### config.mk
export PLATFORM = sky130hd
export DESIGN_NAME = sar_adc_seq
export DESIGN_NICKNAME = d
export VERILOG_FILES = /design/src/rtl/sar_seq_pkg.sv /design/src/rtl/sar_clk_en.sv /design/src/rtl/sar_seq_ctrl.sv /design/src/rtl/sar_result_irq.sv /design/src/rtl/sar_adc_seq.sv
export SDC_FILE = /design/constraint.sdc
export NUM_CORES = 1
export LEC_CHECK = 0
export BUFFER_PORTS_ARGS = -buffer_cell sky130_fd_sc_hd__buf_2
export CAP_MARGIN = 15
export CORE_ASPECT_RATIO = 0.75
export CORE_MARGIN = 1.5
export CORE_UTILIZATION = 60
export DETAILED_ROUTE_END_ITERATION = 10
export HOLD_SLACK_MARGIN = 0.03
export PLACE_DENSITY = 0.8
export SLEW_MARGIN = 40
export SYNTH_ARGS = -nofsm -noshare
export SYNTH_HDL_FRONTEND = slang
export SYNTH_HIERARCHICAL = 1
export SYNTH_SLANG_ARGS = --single-unit
export TNS_END_PERCENT = 100
### constraint.sdc
create_clock -name clk_i -period 6.3 [get_ports clk_i]
set_input_delay 0.315 -clock clk_i [delete_from_list [all_inputs] [get_ports clk_i]]
set_output_delay 0.315 -clock clk_i [all_outputs]
set_load 0.01 [all_outputs]
### src/rtl/sar_seq_pkg.sv
package sar_seq_pkg;

  localparam int unsigned DIV_SEL_W = 3;
  localparam int unsigned MAX_RATIO = 16;
  localparam int unsigned RATIO_W   = $clog2(MAX_RATIO) + 1;

  typedef enum logic [1:0] {
    ST_IDLE,
    ST_SH,
    ST_BIT,
    ST_XFER
  } seq_state_e;

  function automatic logic [RATIO_W-1:0] div_ratio(input logic [DIV_SEL_W-1:0] sel);
    logic [RATIO_W-1:0] r;
    case (sel)
      3'd0:    r = RATIO_W'(1);
      3'd1:    r = RATIO_W'(2);
      3'd2:    r = RATIO_W'(3);
      3'd3:    r = RATIO_W'(4);
      3'd4:    r = RATIO_W'(8);
      default: r = RATIO_W'(MAX_RATIO);
    endcase
    return r;
  endfunction

endpackage

### src/rtl/sar_clk_en.sv
module sar_clk_en
  import sar_seq_pkg::*;
(
  input  logic                 clk_i,
  input  logic                 rst_ni,
  input  logic                 run_i,
  input  logic [DIV_SEL_W-1:0] sel_i,
  output logic                 cke_o
);

  logic [RATIO_W-1:0] ratio;
  logic [RATIO_W-1:0] cnt_q;

  assign ratio = div_ratio(sel_i);
  assign cke_o = run_i && (cnt_q == ratio - 1'b1);

  always_ff @(posedge clk_i or negedge rst_ni) begin
    if (!rst_ni)                cnt_q <= '0;
    else if (!run_i || cke_o)   cnt_q <= '0;
    else                        cnt_q <= cnt_q + 1'b1;
  end

  AST_CNT_RANGE: assert property (@(posedge clk_i) disable iff (!rst_ni)
    run_i |-> (cnt_q < ratio));

  AST_CKE_GAP: assert property (@(posedge clk_i) disable iff (!rst_ni)
    (cke_o && ratio != RATIO_W'(1)) |=> !cke_o);

  AST_IDLE_CLEAR: assert property (@(posedge clk_i) disable iff (!rst_ni)
    !run_i |=> (cnt_q == '0));

endmodule

### src/rtl/sar_seq_ctrl.sv
module sar_seq_ctrl
  import sar_seq_pkg::*;
#(
  parameter int unsigned RES_W = 10,
  parameter int unsigned SH_W  = 3
) (
  input  logic                 clk_i,
  input  logic                 rst_ni,
  input  logic                 start_i,
  input  logic [DIV_SEL_W-1:0] div_sel_i,
  input  logic [SH_W-1:0]      sh_cyc_i,
  input  logic                 cont_i,
  input  logic                 cmp_i,
  input  logic                 cke_i,
  output logic [DIV_SEL_W-1:0] div_sel_o,
  output logic                 busy_o,
  output logic                 sh_o,
  output logic [RES_W-1:0]     dac_o,
  output logic                 xfer_o
);

  localparam int unsigned IDX_W = $clog2(RES_W);
  localparam logic [IDX_W-1:0] IDX_TOP = IDX_W'(RES_W - 1);

  seq_state_e             state_q;
  logic [SH_W-1:0]        sh_cnt_q;
  logic [SH_W-1:0]        sh_len_q;
  logic [DIV_SEL_W-1:0]   div_sel_q;
  logic [IDX_W-1:0]       idx_q;
  logic [RES_W-1:0]       code_q;
  logic                   sh_last;
  logic [RES_W-1:0]       cur_bit;
  logic [RES_W-1:0]       low_mask;

  assign sh_last  = (sh_cnt_q == sh_len_q - 1'b1);
  assign cur_bit  = {{(RES_W-1){1'b0}}, 1'b1} << idx_q;
  assign low_mask = cur_bit - 1'b1;

  assign busy_o    = (state_q != ST_IDLE);
  assign sh_o      = (state_q == ST_SH);
  assign xfer_o    = (state_q == ST_XFER) && cke_i;
  assign dac_o     = code_q;
  assign div_sel_o = div_sel_q;

  always_ff @(posedge clk_i or negedge rst_ni) begin
    if (!rst_ni) begin
      state_q   <= ST_IDLE;
      sh_cnt_q  <= '0;
      sh_len_q  <= SH_W'(1);
      div_sel_q <= '0;
      idx_q     <= '0;
      code_q    <= '0;
    end else if (state_q == ST_IDLE) begin
      if (start_i) begin
        state_q   <= ST_SH;
        sh_cnt_q  <= '0;
        sh_len_q  <= (sh_cyc_i == '0) ? SH_W'(1) : sh_cyc_i;
        div_sel_q <= div_sel_i;
        code_q    <= '0;
      end
    end else if (cke_i) begin
      unique case (state_q)
        ST_SH: begin
          if (sh_last) begin
            state_q <= ST_BIT;
            idx_q   <= IDX_TOP;
            code_q  <= {1'b1, {(RES_W-1){1'b0}}};
          end else begin
            sh_cnt_q <= sh_cnt_q + 1'b1;
          end
        end
        ST_BIT: begin
          code_q[idx_q] <= cmp_i;
          if (idx_q == '0) begin
            state_q <= ST_XFER;
          end else begin
            code_q[idx_q - 1'b1] <= 1'b1;
            idx_q                <= idx_q - 1'b1;
          end
        end
        ST_XFER: begin
          if (cont_i) begin
            state_q  <= ST_SH;
            sh_cnt_q <= '0;
            code_q   <= '0;
          end else begin
            state_q  <= ST_IDLE;
          end
        end
        default: state_q <= ST_IDLE;
      endcase
    end
  end

  AST_START_IGNORED: assert property (@(posedge clk_i) disable iff (!rst_ni)
    (busy_o && start_i) |=> ($stable(div_sel_q) && $stable(sh_len_q)));

  AST_SH_ZERO_CODE: assert property (@(posedge clk_i) disable iff (!rst_ni)
    sh_o |-> (dac_o == '0));

  AST_TRIAL_SHAPE: assert property (@(posedge clk_i) disable iff (!rst_ni)
    (state_q == ST_BIT) |-> (((dac_o & cur_bit) != '0) && ((dac_o & low_mask) == '0)));

  AST_MSB_FIRST: assert property (@(posedge clk_i) disable iff (!rst_ni)
    (sh_o && cke_i && sh_last) |=> (dac_o == {1'b1, {(RES_W-1){1'b0}}}));

  AST_BIT_DECIDE: assert property (@(posedge clk_i) disable iff (!rst_ni)
    ((state_q == ST_BIT) && cke_i) |=> (((dac_o & $past(cur_bit)) != '0) == $past(cmp_i)));

  AST_CONT_RESTART: assert property (@(posedge clk_i) disable iff (!rst_ni)
    (xfer_o && cont_i) |=> (sh_o && busy_o));

  AST_STOP_IDLE: assert property (@(posedge clk_i) disable iff (!rst_ni)
    (xfer_o && !cont_i) |=> !busy_o);

endmodule

### src/rtl/sar_result_irq.sv
module sar_result_irq #(
  parameter int unsigned RES_W = 10
) (
  input  logic             clk_i,
  input  logic             rst_ni,
  input  logic             xfer_i,
  input  logic [RES_W-1:0] code_i,
  input  logic             irq_clr_i,
  output logic [RES_W-1:0] result_o,
  output logic             irq_o
);

  always_ff @(posedge clk_i or negedge rst_ni) begin
    if (!rst_ni) begin
      result_o <= '0;
      irq_o    <= 1'b0;
    end else begin
      if (xfer_i) result_o <= code_i;
      if (xfer_i)         irq_o <= 1'b1;
      else if (irq_clr_i) irq_o <= 1'b0;
    end
  end

  AST_RESULT_HOLD: assert property (@(posedge clk_i) disable iff (!rst_ni)
    !xfer_i |=> $stable(result_o));

  AST_IRQ_STICKY: assert property (@(posedge clk_i) disable iff (!rst_ni)
    (irq_o && !irq_clr_i) |=> irq_o);

  AST_IRQ_SET: assert property (@(posedge clk_i) disable iff (!rst_ni)
    xfer_i |=> irq_o);

endmodule

### src/rtl/sar_adc_seq.sv
module sar_adc_seq
  import sar_seq_pkg::*;
#(
  parameter int unsigned RES_W = 10,
  parameter int unsigned SH_W  = 3
) (
  input  logic                 clk_i,
  input  logic                 rst_ni,
  input  logic                 start_i,
  input  logic [DIV_SEL_W-1:0] div_sel_i,
  input  logic [SH_W-1:0]      sh_cyc_i,
  input  logic                 cont_i,
  input  logic                 cmp_i,
  input  logic                 irq_clr_i,
  output logic [RES_W-1:0]     dac_o,
  output logic                 sh_o,
  output logic                 busy_o,
  output logic [RES_W-1:0]     result_o,
  output logic                 irq_o
);

  logic                 cke;
  logic                 xfer;
  logic [DIV_SEL_W-1:0] div_sel_q;

  sar_clk_en u_clk_en (
    .clk_i  (clk_i),
    .rst_ni (rst_ni),
    .run_i  (busy_o),
    .sel_i  (div_sel_q),
    .cke_o  (cke)
  );

  sar_seq_ctrl #(
    .RES_W (RES_W),
    .SH_W  (SH_W)
  ) u_ctrl (
    .clk_i     (clk_i),
    .rst_ni    (rst_ni),
    .start_i   (start_i),
    .div_sel_i (div_sel_i),
    .sh_cyc_i  (sh_cyc_i),
    .cont_i    (cont_i),
    .cmp_i     (cmp_i),
    .cke_i     (cke),
    .div_sel_o (div_sel_q),
    .busy_o    (busy_o),
    .sh_o      (sh_o),
    .dac_o     (dac_o),
    .xfer_o    (xfer)
  );

  sar_result_irq #(
    .RES_W (RES_W)
  ) u_result (
    .clk_i     (clk_i),
    .rst_ni    (rst_ni),
    .xfer_i    (xfer),
    .code_i    (dac_o),
    .irq_clr_i (irq_clr_i),
    .result_o  (result_o),
    .irq_o     (irq_o)
  );

endmodule

Word-level counts from Yosys, hierarchy flattened

Index checks and enable logic that the tools add are counted.

Flip-flop bits (word level): 41
Output and inout port bits: 23

$add $sub $neg: 5
Magnitude comparators: 4
Equal/unequal tests: 16
Mux-type cells: 33
Bitwise gates (word level): 2
Reduce and logical (&&, ||, !) cells: 21

Operator list:

| kind                  | number |
|---|---|
| $mux W10              | 6 |
| $pmux W10 S3          | 1 |
| $pmux W5 S5           | 1 |
| $mux W3               | 6 |
| $reduce_and A5 Y1     | 3 |
| $bwmux W10            | 1 |
| $lt A4 B5 Y1 const B  | 2 |
| $mux W2               | 5 |
| $or A10 B10 Y10       | 1 |
| $demux W1 S4          | 2 |
| $ge A4 B1 Y1 const B  | 2 |
| $mux W4               | 2 |
| $pmux W4 S2           | 1 |
| $reduce_bool A2 Y1    | 4 |
| $eq A3 B2 Y1 const B  | 2 |
| $logic_not A3 Y1      | 2 |
| $ne A3 B1 Y1 const B  | 2 |
| $ne A3 B3 Y1 const B  | 2 |
| $pmux W2 S3           | 1 |
| $pmux W3 S2           | 1 |
| $add A5 B1 Y5 const B | 1 |
| $eq A5 B5 Y1          | 1 |
| $mux W1               | 5 |
| $mux W5               | 1 |
| other kinds (21)      | 26 |

Depth between registers and ports, before layout

Depth after elaboration: 10
Mapped depth: 14
Mapped depth without buffers: 12

Hierarchy

Netlist, hierarchy kept.

By module, submodules not included:

| module         | instances | cells an instance | area an instance (um2) |
|---|---|---|---|
| sar_seq_ctrl   | 1         | 190               | 1742.9 |
| sar_result_irq | 1         | 24                | 445.4 |
| sar_clk_en     | 1         | 40                | 371.6 |

Least setup slack after synthesis

No wires, ideal clock.

Kind: flip-flop to flip-flop
Start: register u_ctrl.div_sel_q[0] (netlist: u_ctrl/div_sel_o[0])
End: register u_ctrl.code_q[4] (netlist: u_ctrl/dac_o[4])
Library setup time: 0.125 ns
Data arrival time: 2.602 ns
Path slack: 3.574 ns
Stages on the path, launching flop included: 11
Period minus slack after synthesis: 2.726 ns
Path through: dfrtp_1 > or2_1 > ha_1 > a21bo_2 > o22ai_1 > xnor2_1 > and3_1 > nor2b_1 > o311ai_0 > o21ai_2 > mux2_2

Longest elaborated chain between the ends: 7

RTL lines:

| item                                       | line               | RTL |
|---|---|---|
| start: declaration                         | sar_seq_ctrl.sv:28 | `logic [DIV_SEL_W-1:0] div_sel_q;` |
| start signal: assignment                   | sar_seq_ctrl.sv:58 | `div_sel_q <= div_sel_i;` |
| $eq A3 B3 Y1, or another cell as far along | sar_seq_pkg.sv:16  | `case (sel)` |
| $pmux W5 S5 (*)                            | sar_seq_pkg.sv:16  |  |
| $sub A5 B1 Y5 (*)                          | sar_clk_en.sv:15   | `assign cke_o = run_i && (cnt_q == ratio - 1'b1);` |
| $eq A5 B5 Y1 (*)                           | sar_clk_en.sv:15   |  |
| $logic_and A1 B1 Y1 (*)                    | sar_clk_en.sv:15   |  |
| via cke                                    | sar_adc_seq.sv:22  | `logic cke;` |
| $reduce_bool A2 Y1 (no line) (*)           | -                  |  |
| $reduce_and A5 Y1 (no line) (*)            | -                  |  |
| end signal: assignment                     | sar_seq_ctrl.sv:67 | `code_q <= {1'b1, {(RES_W-1){1'b0}}};` |
| end signal: indexed assignment             | sar_seq_ctrl.sv:73 | `code_q[idx_q] <= cmp_i;` |
| end: declaration                           | sar_seq_ctrl.sv:30 | `logic [RES_W-1:0] code_q;` |

The timed path passes the listed nets; every way through them passes the cells marked *.
A chain may end at the register's enable or synchronous reset.

Worst setup path after layout

Start: register u_ctrl.div_sel_q[2] (netlist: u_ctrl/div_sel_o[2])
End: register u_ctrl.code_q[3] (netlist: u_ctrl/dac_o[3])

Same word-level chain as after synthesis.

==> results.yml <==
setup_path:
  r2r_cells: 11
  cp.arrival_ns: 3.40
  crit_chain: "or2_1 > ha_1 > a21bo_2 > o22ai_1 > xnor2_1 > and3_1 > nor2b_1 > o311ai_0 > o21a_4 > nor3_1 > o2bb2a_2"
  critPathMaxStageDelay_ns: 0.44
  required_ns: 6.54
  critPathTopFamily: "compound AO/OA/AOI/OAI gates"
  path_depth: 11
  start_kind: "flip-flop"
  cpMaxStageDelayCell: "dfrtp_1"
  end_kind: "flip-flop"
  critPathMaxFanout: 13
  worst-setup-path-type: "reg2reg"
  worst-path-buf-inv: 0
timing:
  setup-violations-final: 0
  period_minus_slack_ns: 3.160
  worst_pin_slew_ns: 0.7276
  fin_setup_tns_ns: 0
  finalClockSkew_ns: 0.002682
  rsz0062_at_grt: "false"
  hold_violations: 0
  max-slew-margin-rel_pct: 51.50
  finalMaxSlewViolations: 0
  fin_crit_sh_pct: 50.16
  max_freq_ghz: 0.3164
logic_synthesis:
  synth_top_area_cell: "dfrtp_1"
  yosysUniqueCellTypes: 55
  seq_area_frac_synth_pct: 40.13
  ys_async_sr_fraction_pct: 100.0
  mappedNetlistNets: 280
  synth_edf_count: 0
  ys_top_cells_by_area: "dfrtp_1 39%, ha_1 6.8%, mux2_4 5.3%, nand2_1 4.1%, mux2_2 3.5%"
  yosysWarnings: 6
  synth_cells: 254
  ys_ff_latch: 41
  syn_area_sq_mm: 0.002560
  ys.flop_type: "dfrtp_1"
  synth_top_area_share_pct: 39.10
  syn_area_per_cell_sq_um: 10.08
placed_design:
  hpwl_um: 3737
  place_congestion: 0.8379
  numPortBuffers: 34
floorplanning:
  rows: 20
  die_area_sq_mm: 0.004672
  die_w_um: 78.43
  core_area_sq_mm: 0.004079
  start_util_pct: 62.76
  die_h_um: 59.57
  ios: 35
clocking:
  cts.sinks: 41
  htree_levels: 2
  tritoncts: "yes"
  cts_resized: 0
  cts-root-buf: "clkbuf_8"
  clk_path_buf_depth: 2
  clkTransAtPathRegs_ns: 0.08
  cts_made_buffers: 5
  clk-insertion-delay-late_ns: 0.29
final_layout:
  area_growth_pct: 11.44
  n_antenna_cell: 0
  layout_common_cells: "40 x dfrtp_1, 33 x buf_2, 28 x nand2_1, 16 x o21ai_0, 15 x a21oi_1"
  final_nets: 312
  drive_above_1_share_pct: 25.09
  final_common_cell: "dfrtp_1"
hold_path:
  hold_class: "in2reg"
  hold_depth: 3
routing:
  first_iter_violations: 127
  vias: 1941
  postRouteAntennaNets: 0
  route.detailed.drc: 0
  firstDrtPassIters: 4
  wl_um: 5163
  via_per_inst: 5.675
  wl_per_cell_um: 15.10
power_and_ir_drop:
  power_density_mw_per_mm2: 463.5
  power_mw: 1.322
  ir_worst_vdd_uv: 248.3
  p_leak_nw: 1.382
outcome:
  status: "complete, no violations"
flow_run:
  maxCapViolCount: 0
global_route:
  gr-total-overflow: 0
  grt_max_degree: 42
  grt_use_total_pct: 24.12
  first_global_vias: 1761
  antenna_found_initial: 0
  grt_pass1_wl_um: 8507
[per-layer routing]
metal | GRT usage (%) | vias to the layer above | share of wire (%)
li1 | - | 961 | -
met1 | 35.57 | 934 | 50
met2 | 36.02 | 41 | 44
met3 | 4.615 | 5 | 4.9
met4 | 7.908 | 0 | 0.89
met5 | 0 | - | 0
[synth_stat cells, types with 3 or more instances]
master and number:
dfrtp_1 40, nand2_1 28, o21ai_0 16, a21oi_1 15
ha_1 14, inv_1 14, nor2_1 13, mux2_4 9
mux2_2 8, a31oi_1 7, mux2i_1 6, xnor2_1 6
xor2_1 6, nand2b_1 5, nand3_1 4, nor2b_1 4
o22a_1 4, and2b_1 3, buf_2 3, clkbuf_1 3
nand3b_1 3, o31ai_1 3
[worst paths after layout]
| check | slack, ns | start | to |
|---|---|---|---|
| min reg2reg | 0.49 | u_result/irq_o | u_result/irq_o |
| min | 0.24 | sh_cyc_i[1] | u_ctrl/sh_len_q[1] |
| max in group asynchronous | 5.40 | rst_ni | u_ctrl/sh_len_q[0] |
| max | 3.14 | u_ctrl/div_sel_o[2] | u_ctrl/dac_o[3] |
| min in group asynchronous | 0.53 | rst_ni | u_clk_en/cnt_q[3] |
| max reg2reg | 3.14 | u_ctrl/div_sel_o[2] | u_ctrl/dac_o[3] |
[registers in the layout, indices dropped and copies added, names as in the netlist]
name               cells
u_result/irq_o         1
u_ctrl/idx_q           4
u_ctrl/state_q         2
u_ctrl/div_sel_o       3
u_result/result_o     10
u_ctrl/sh_len_q        3
u_clk_en/cnt_q         5
u_ctrl/sh_cnt_q        3
u_ctrl/dac_o          10
[power by group]
group	leakage (nW)	switching (mW)	internal [mW]
combinational	0.797	0.383	0.309
clock	0.0549	0.0930	0.101
sequential	0.531	0.0899	0.346
total	1.38	0.566	0.756
[logic make-up after synthesis]
group | synth area share (%)
compound gates | 18.23
xor+xnor | 5.034
fa+ha+maj | 6.843
buf+inv | 4.545
flops | 40.13
mux | 11.14
simple gates | 14.08
[metrics by stage]
step	setup slack (ns)	area, sq um	hold slack, ns	instances	util (%)
final	3.140	2853	0.2417	342	69.94
after global routing	2.928	2853	0.2524	342	69.94
after CTS	3.184	2853	0.2288	342	69.94
after detailed placement	3.227	2738	0.3247	333	67.12
after global placement	3.409	2735	0.4662	333	67.06
after floorplan	3.574	2560	0.01941	254	-
[layout make-up]
| cell class | count | area, sq um |
|---|---|---|
| repair buffers | 35 | 182.7 |
| inverters | 14 | 52.55 |
| clock inverters | 1 | 8.758 |
| clock buffers | 7 | 96.34 |
| well taps | 55 | 68.82 |
| fillers | 327 | 1226 |
| flip-flops and latches | 41 | 1027 |
| multi-input cells | 189 | 1416 |
[worst reg2reg max path: cells and delay by family (launching register included)]
family / cells / cell delay, ns
DFF: 1 / 0.44
AOI/OAI and AO/OA: 5 / 1.04
xor gates and xnor gates: 1 / 0.43
and+or+nand+nor: 4 / 0.94
adders and majority gates: 1 / 0.25
[what timing repair did]
| action | CTS | global route |
|---|---|---|
| setup buffers | 0 | 0 |
| setup endpoints to repair | 0 | 0 |
| hold endpoints to repair | 40 | 0 |
| hold buffers | 1 | 0 |
No activity file was read; power rests on OpenSTA's default activity.
